`config.mk`:
```
export PLATFORM = sky130hd
export DESIGN_NAME = cabist_engine
export DESIGN_NICKNAME = d
export VERILOG_FILES = /design/src/rtl/cabist_pkg.sv /design/src/rtl/ca_prpg.sv /design/src/rtl/sig_misr.sv /design/src/rtl/bist_seq.sv /design/src/rtl/cabist_engine.sv
export SDC_FILE = /design/constraint.sdc
export NUM_CORES = 1
export LEC_CHECK = 0
export ABC_AREA = 1
export BUFFER_PORTS_ARGS = -buffer_cell sky130_fd_sc_hd__buf_4
export CORE_MARGIN = 8
export CORE_UTILIZATION = 40
export CTS_CLUSTER_SIZE = 8
export DETAILED_ROUTE_END_ITERATION = 8
export HOLD_SLACK_MARGIN = 0.03
export PLACE_DENSITY = 0.68
export SYNTH_ARGS = -nofsm -noshare
export SYNTH_HDL_FRONTEND = slang
export SYNTH_HIERARCHICAL = 1
export SYNTH_SLANG_ARGS = --single-unit
```
`constraint.sdc`:
```
create_clock -name clk -period 2.05 [get_ports clk]
set_input_delay 0.205 -clock clk [delete_from_list [all_inputs] [get_ports clk]]
set_output_delay 0.205 -clock clk [all_outputs]
set_load 0.01 [all_outputs]
```
`src/rtl/cabist_pkg.sv`:
```
package cabist_pkg;

    typedef enum logic [2:0] {
        ST_IDLE,
        ST_SHIFT,
        ST_CAPT,
        ST_UNLOAD,
        ST_DONE
    } seq_state_t;

endpackage

```
`src/rtl/ca_prpg.sv`:
```
module ca_prpg #(
    parameter int          N       = 80,
    parameter logic [N-1:0] RULE150 = {(N/2){2'b10}}
) (
    input  logic         clk,
    input  logic         rst_n,
    input  logic         load,
    input  logic [N-1:0] seed,
    input  logic         step,
    output logic [N-1:0] state
);

    localparam logic [N-1:0] SEED_DEFAULT = {{(N-1){1'b0}}, 1'b1};

    logic [N-1:0] cur;
    logic [N-1:0] nxt;
    logic [N-1:0] seed_ok;

    assign seed_ok = (seed == '0) ? SEED_DEFAULT : seed;

    for (genvar i = 0; i < N; i++) begin : g_cell
        logic lft;
        logic rgt;
        if (i == 0) begin : g_lo
            assign lft = 1'b0;
        end else begin : g_lin
            assign lft = cur[i-1];
        end
        if (i == N-1) begin : g_hi
            assign rgt = 1'b0;
        end else begin : g_rin
            assign rgt = cur[i+1];
        end
        if (RULE150[i]) begin : g_r150
            assign nxt[i] = lft ^ cur[i] ^ rgt;
        end else begin : g_r90
            assign nxt[i] = lft ^ rgt;
        end
    end

    always_ff @(posedge clk or negedge rst_n) begin
        if (!rst_n) begin
            cur <= SEED_DEFAULT;
        end else if (load) begin
            cur <= seed_ok;
        end else if (step) begin
            cur <= nxt;
        end
    end

    assign state = cur;

endmodule

```
`src/rtl/sig_misr.sv`:
```
module sig_misr #(
    parameter int           N    = 80,
    parameter logic [N-1:0] TAPS = {{(N-2){1'b0}}, 2'b11}
) (
    input  logic         clk,
    input  logic         rst_n,
    input  logic         clear,
    input  logic         en,
    input  logic [N-1:0] din,
    output logic [N-1:0] sig
);

    logic [N-1:0] acc;
    logic [N-1:0] fb;
    logic [N-1:0] nxt;

    assign fb  = {N{acc[N-1]}} & TAPS;
    assign nxt = {acc[N-2:0], 1'b0} ^ fb ^ din;

    always_ff @(posedge clk or negedge rst_n) begin
        if (!rst_n) begin
            acc <= '0;
        end else if (clear) begin
            acc <= '0;
        end else if (en) begin
            acc <= nxt;
        end
    end

    assign sig = acc;

endmodule

```
`src/rtl/bist_seq.sv`:
```
module bist_seq
    import cabist_pkg::*;
#(
    parameter int LEN   = 64,
    parameter int PAT_W = 12
) (
    input  logic             clk,
    input  logic             rst_n,
    input  logic             start,
    input  logic [PAT_W-1:0] pat_count,
    output logic             load,
    output logic             scan_en,
    output logic             capture,
    output logic             done
);

    localparam int CW = (LEN > 1) ? $clog2(LEN) : 1;
    localparam logic [CW-1:0] SHIFT_LAST = CW'(LEN - 1);

    seq_state_t       st_q;
    seq_state_t       st_d;
    logic [CW-1:0]    shift_cnt;
    logic [PAT_W-1:0] pat_cnt;
    logic [PAT_W-1:0] pat_lim;
    logic             shifting;
    logic             last_shift;
    logic             last_pat;
    logic             accept;

    assign shifting   = (st_q == ST_SHIFT) || (st_q == ST_UNLOAD);
    assign last_shift = (shift_cnt == SHIFT_LAST);
    assign last_pat   = ({1'b0, pat_cnt} + (PAT_W+1)'(1)) >= {1'b0, pat_lim};
    assign accept     = start && ((st_q == ST_IDLE) || (st_q == ST_DONE));

    always_comb begin
        st_d = st_q;
        unique case (st_q)
            ST_IDLE:   if (start) st_d = ST_SHIFT;
            ST_SHIFT:  if (last_shift) st_d = ST_CAPT;
            ST_CAPT:   st_d = last_pat ? ST_UNLOAD : ST_SHIFT;
            ST_UNLOAD: if (last_shift) st_d = ST_DONE;
            ST_DONE:   if (start) st_d = ST_SHIFT;
            default:   st_d = ST_IDLE;
        endcase
    end

    always_ff @(posedge clk or negedge rst_n) begin
        if (!rst_n) begin
            st_q <= ST_IDLE;
        end else begin
            st_q <= st_d;
        end
    end

    always_ff @(posedge clk or negedge rst_n) begin
        if (!rst_n) begin
            shift_cnt <= '0;
            pat_cnt   <= '0;
            pat_lim   <= PAT_W'(1);
        end else begin
            if (shifting && !last_shift) begin
                shift_cnt <= shift_cnt + CW'(1);
            end else begin
                shift_cnt <= '0;
            end
            if (accept) begin
                pat_cnt <= '0;
                pat_lim <= (pat_count == '0) ? PAT_W'(1) : pat_count;
            end else if (st_q == ST_CAPT) begin
                pat_cnt <= pat_cnt + PAT_W'(1);
            end
        end
    end

    always_comb begin
        load    = 1'b0;
        scan_en = 1'b0;
        capture = 1'b0;
        done    = 1'b0;
        unique case (st_q)
            ST_IDLE:   load = start;
            ST_SHIFT:  scan_en = 1'b1;
            ST_CAPT:   capture = 1'b1;
            ST_UNLOAD: scan_en = 1'b1;
            ST_DONE: begin
                done = 1'b1;
                load = start;
            end
            default: ;
        endcase
    end

endmodule

```
`src/rtl/cabist_engine.sv`:
```
module cabist_engine #(
    parameter int                  N_CHAINS  = 80,
    parameter int                  CHAIN_LEN = 64,
    parameter int                  PAT_W     = 12,
    parameter logic [N_CHAINS-1:0] RULE150   = {(N_CHAINS/2){2'b10}},
    parameter logic [N_CHAINS-1:0] MISR_TAPS = {{(N_CHAINS-2){1'b0}}, 2'b11}
) (
    input  logic                clk,
    input  logic                rst_n,
    input  logic                start,
    input  logic [N_CHAINS-1:0] seed,
    input  logic [PAT_W-1:0]    pat_count,
    input  logic                sig_clear,
    input  logic [N_CHAINS-1:0] chain_so,
    output logic [N_CHAINS-1:0] chain_si,
    output logic                scan_en,
    output logic                capture,
    output logic [N_CHAINS-1:0] signature,
    output logic                done
);

    logic load;

    bist_seq #(
        .LEN   (CHAIN_LEN),
        .PAT_W (PAT_W)
    ) u_seq (
        .clk       (clk),
        .rst_n     (rst_n),
        .start     (start),
        .pat_count (pat_count),
        .load      (load),
        .scan_en   (scan_en),
        .capture   (capture),
        .done      (done)
    );

    ca_prpg #(
        .N       (N_CHAINS),
        .RULE150 (RULE150)
    ) u_prpg (
        .clk   (clk),
        .rst_n (rst_n),
        .load  (load),
        .seed  (seed),
        .step  (scan_en),
        .state (chain_si)
    );

    sig_misr #(
        .N    (N_CHAINS),
        .TAPS (MISR_TAPS)
    ) u_misr (
        .clk   (clk),
        .rst_n (rst_n),
        .clear (sig_clear),
        .en    (scan_en),
        .din   (chain_so),
        .sig   (signature)
    );

endmodule

```
==> impl_metrics.json <==
{
  "cp-end-kind": "register",
  "layout_commonest_cell": "buf_4",
  "crit_top_cell": "nand2_1",
  "wl_um": 33300,
  "io_pins": 339,
  "via_count": 9865,
  "status": "finished with violations",
  "crit_buf_inv": 1,
  "gp_congestion": 0.858,
  "final_cell_mix": "371 x buf_4, 234 x nand2_1, 191 x dfrtp_1",
  "crit_start": "u_seq/pat_cnt[0]$_DFFE_PN0P_",
  "grt_pass1_vias": 10300,
  "violations": "setup timing",
  "grt_use_total": 0.209,
  "critPathKind": "register to register",
  "syn2layout_area_growth_pct": 42.2,
  "overflow": 0,
  "hold_viol": 0,
  "cp_max_fo": 3,
  "critical_path_depth": 15,
  "drt-pass1-iter-count": 5,
  "min_path_type": "primary input to register",
  "p_leak_uw": 0.00668,
  "worstMarginPinSlew_ns": 0.772,
  "synth_nets": 1438,
  "dpl_cell_area_mm2": 0.0134,
  "crit_required_ns": 2.41,
  "clock_skew_ns": 0.0172,
  "cts_max_level": 4,
  "synthFlopType": "dfrtp_1",
  "grt_max_degree": 89,
  "seq_area_frac_synth": 0.466,
  "drt-initial-drc-count": 924,
  "cap_viol_max_count": 0,
  "syn_inst": 1247,
  "r2r-end": "u_seq/st_q[1]$_DFFE_PN0P_",
  "timing.fmax_mhz": 455,
  "cp_slowest_cell": "dfrtp_1",
  "grt_first_pass_wirelength_um": 52900,
  "reg2reg_from": "u_seq/pat_cnt[0]$_DFFE_PN0P_",
  "cp_top_family": "simple AND/OR/NAND/NOR gates",
  "synth_seq_cells": 193,
  "syn_area_per_cell_um2": 8.32,
  "fin_total_pwr_uw": 17100,
  "ctsRootBufferMaster": "clkbuf_16",
  "antenna_left": 0,
  "die_h_um": 177,
  "cts_tree": "yes",
  "rows": 59,
  "via_per_inst": 4.94,
  "clock_sinks": 193,
  "die_w_um": 177,
  "clock_latency_ns": 0.43,
  "drcViolationCount": 0,
  "max-vdd-ir-drop_mv": 0.668,
  "rrSetupSlack_ns": -0.15,
  "min_period_over_period": 1.07,
  "pwr_density_cell_mw_per_mm2": 1160,
  "relSlewSlack": 0.485,
  "clk_pin_slew_ns": 0.08,
  "max_stage_delay_ns": 0.39,
  "fin_nets": 1838,
  "setup_violations": 1,
  "rsz0062_at_grt": "yes",
  "final_cells": 1995,
  "synth_cell_types": 31,
  "core_mm2": 0.0258,
  "endpoint": "u_seq/st_q[1]$_DFFE_PN0P_",
  "io_buffers": 338,
  "synth_top_area_share": 0.461,
  "path_cells": "ha_2 -> nand2_2 -> nor3_4 -> xor2_1 -> inv_1 -> ha_4 -> nand2_2 -> o21a_1 -> nand2_1 -> nand2_1 -> nand2_1 -> nand2_1 -> nand2_1 -> nand2_1 -> nand2_1",
  "critPathArrivalTime_ns": 2.55,
  "synth_top_cell_by_area": "dfrtp_1",
  "diodes": 0,
  "reg2reg_depth": 15,
  "async_flop_share": 1.00,
  "dp.cells": 1897,
  "hpwlAfterDp_um": 24400,
  "die_area_mm2": 0.0314,
  "start_util": 0.403,
  "drv_slew": 0,
  "wire_per_inst_um": 16.7,
  "netlist_area_mm2": 0.0104,
  "cts_buffers": 17,
  "antenna_found_initial": 0,
  "finalWorstSetupSlack_ns": -0.146,
  "synth_warnings": 6,
  "synth_area_leaders": "dfrtp_1 46%, xnor2_1 13%, nand2_1 8.6%, o21ai_0 7.6%, nor2_1 5.3%",
  "min_period_ns": 2.20,
  "drive_gt1_frac": 0.268,
  "critPathLaunchType": "register",
  "synth_enable_flop_cells": 0,
  "finalInstanceArea_mm2": 0.0148,
  "clockBufferDepth": 2
}
[repair_timing]
action,CTS,global route
resized for setup,7,10
setup buffers,12,0
pin swaps,8,13
gates cloned,0,0
endpoints found under the hold margin,110,0
endpoints found under the setup margin,1,1
hold buffers,54,0
[synth_stat cells (2+ instances only)]
cell type  count
o22ai_1        6
buf_6          2
xnor2_1      154
buf_4          3
a21oi_1       85
nor3_1         6
a22o_1         4
inv_1         81
dfrtp_1      191
clkbuf_1      15
o21ai_0      157
a31oi_1       42
xor2_1        12
nor2_2         5
nor2_1       146
o21ai_1       17
nand2_1      237
inv_2          7
ha_1          15
nand3_1       13
dfstp_2        2
o21a_1         2
inv_4          2
nor4_1         3
buf_2         32
nand4_1        3
[where the power goes]
| part | switching (µW) | total, µW | internal [µW] |
|---|---|---|---|
| Sequential | 1320 | 6230 | 4910 |
| Combinational | 3390 | 7280 | 3890 |
| Clock | 1630 | 3620 | 1990 |
| Total | 6350 | 17100 | 10800 |
[through the flow]
stage           util  hold WS [ns]  worst slack [ns]  TNS [ns]
2_1_floorplan      -       -0.0906          0.000608         0
3_3_place_gp   0.520         0.250           -0.0651   -0.0651
3_5_place_dp   0.520         0.249           -0.0971   -0.0971
4_1_cts        0.571        0.0301           -0.0787   -0.0787
5_1_grt        0.573        0.0373            -0.349    -0.349
6_report       0.573        0.0474            -0.146    -0.146
[per-layer routing]
metal,track usage,part of all wire,vias up
met5,0,0,-
met1,0.253,0.40,4609
li1,-,-,4851
met4,0.0806,0.031,0
met2,0.341,0.49,344
met3,0.0659,0.081,61
[worst min-delay path: cells and delay by family]
kind	cells	cell delay, ns
buf+inv	1	0.08
compound gates	1	0.06
xor+xnor	1	0.10
[flip-flops by register name, indices dropped and copies added (netlist names)]
signal and cells:
u_seq/pat_cnt 12, u_prpg/state 80, u_seq/shift_cnt 6, u_seq/pat_lim 12, u_misr/sig 80, u_seq/st_q 3
[layout make-up]
cell class	count	area, µm²
clock inverters	15	213
clock buffers	17	425
fillers	2298	11000
flip-flops and latches	193	4830
inverters	90	344
well taps	335	419
multi-input cells	912	5050
repair buffers	433	3480
[kinds of logic after synthesis]
kind of cell | Yosys count | share of synthesized area
AOI/OAI and AO/OA | 313 | 0.159
xor gates and xnor gates | 166 | 0.140
adders and majority gates | 15 | 0.0181
buffers and inverters | 142 | 0.0582
DFF | 193 | 0.466
and+or+nand+nor | 418 | 0.159
[worst min-delay path by stage]
stage	cells past startpoint	end	slack, ns	start
floorplan	0	u_misr/sig[0]$_DFFE_PN0P_	-0.09	rst_n
global placement	1	u_misr/sig[62]$_DFFE_PN0P_	0.25	rst_n
detailed placement	1	u_misr/sig[62]$_DFFE_PN0P_	0.25	rst_n
CTS	3	u_prpg/state[31]$_DFFE_PN0P_	0.03	seed[31]
global route	3	u_prpg/state[31]$_DFFE_PN0P_	0.04	seed[31]
finish	3	u_misr/sig[26]$_DFFE_PN0P_	0.05	chain_so[26]
No activity file was read; power rests on OpenSTA's default activity.
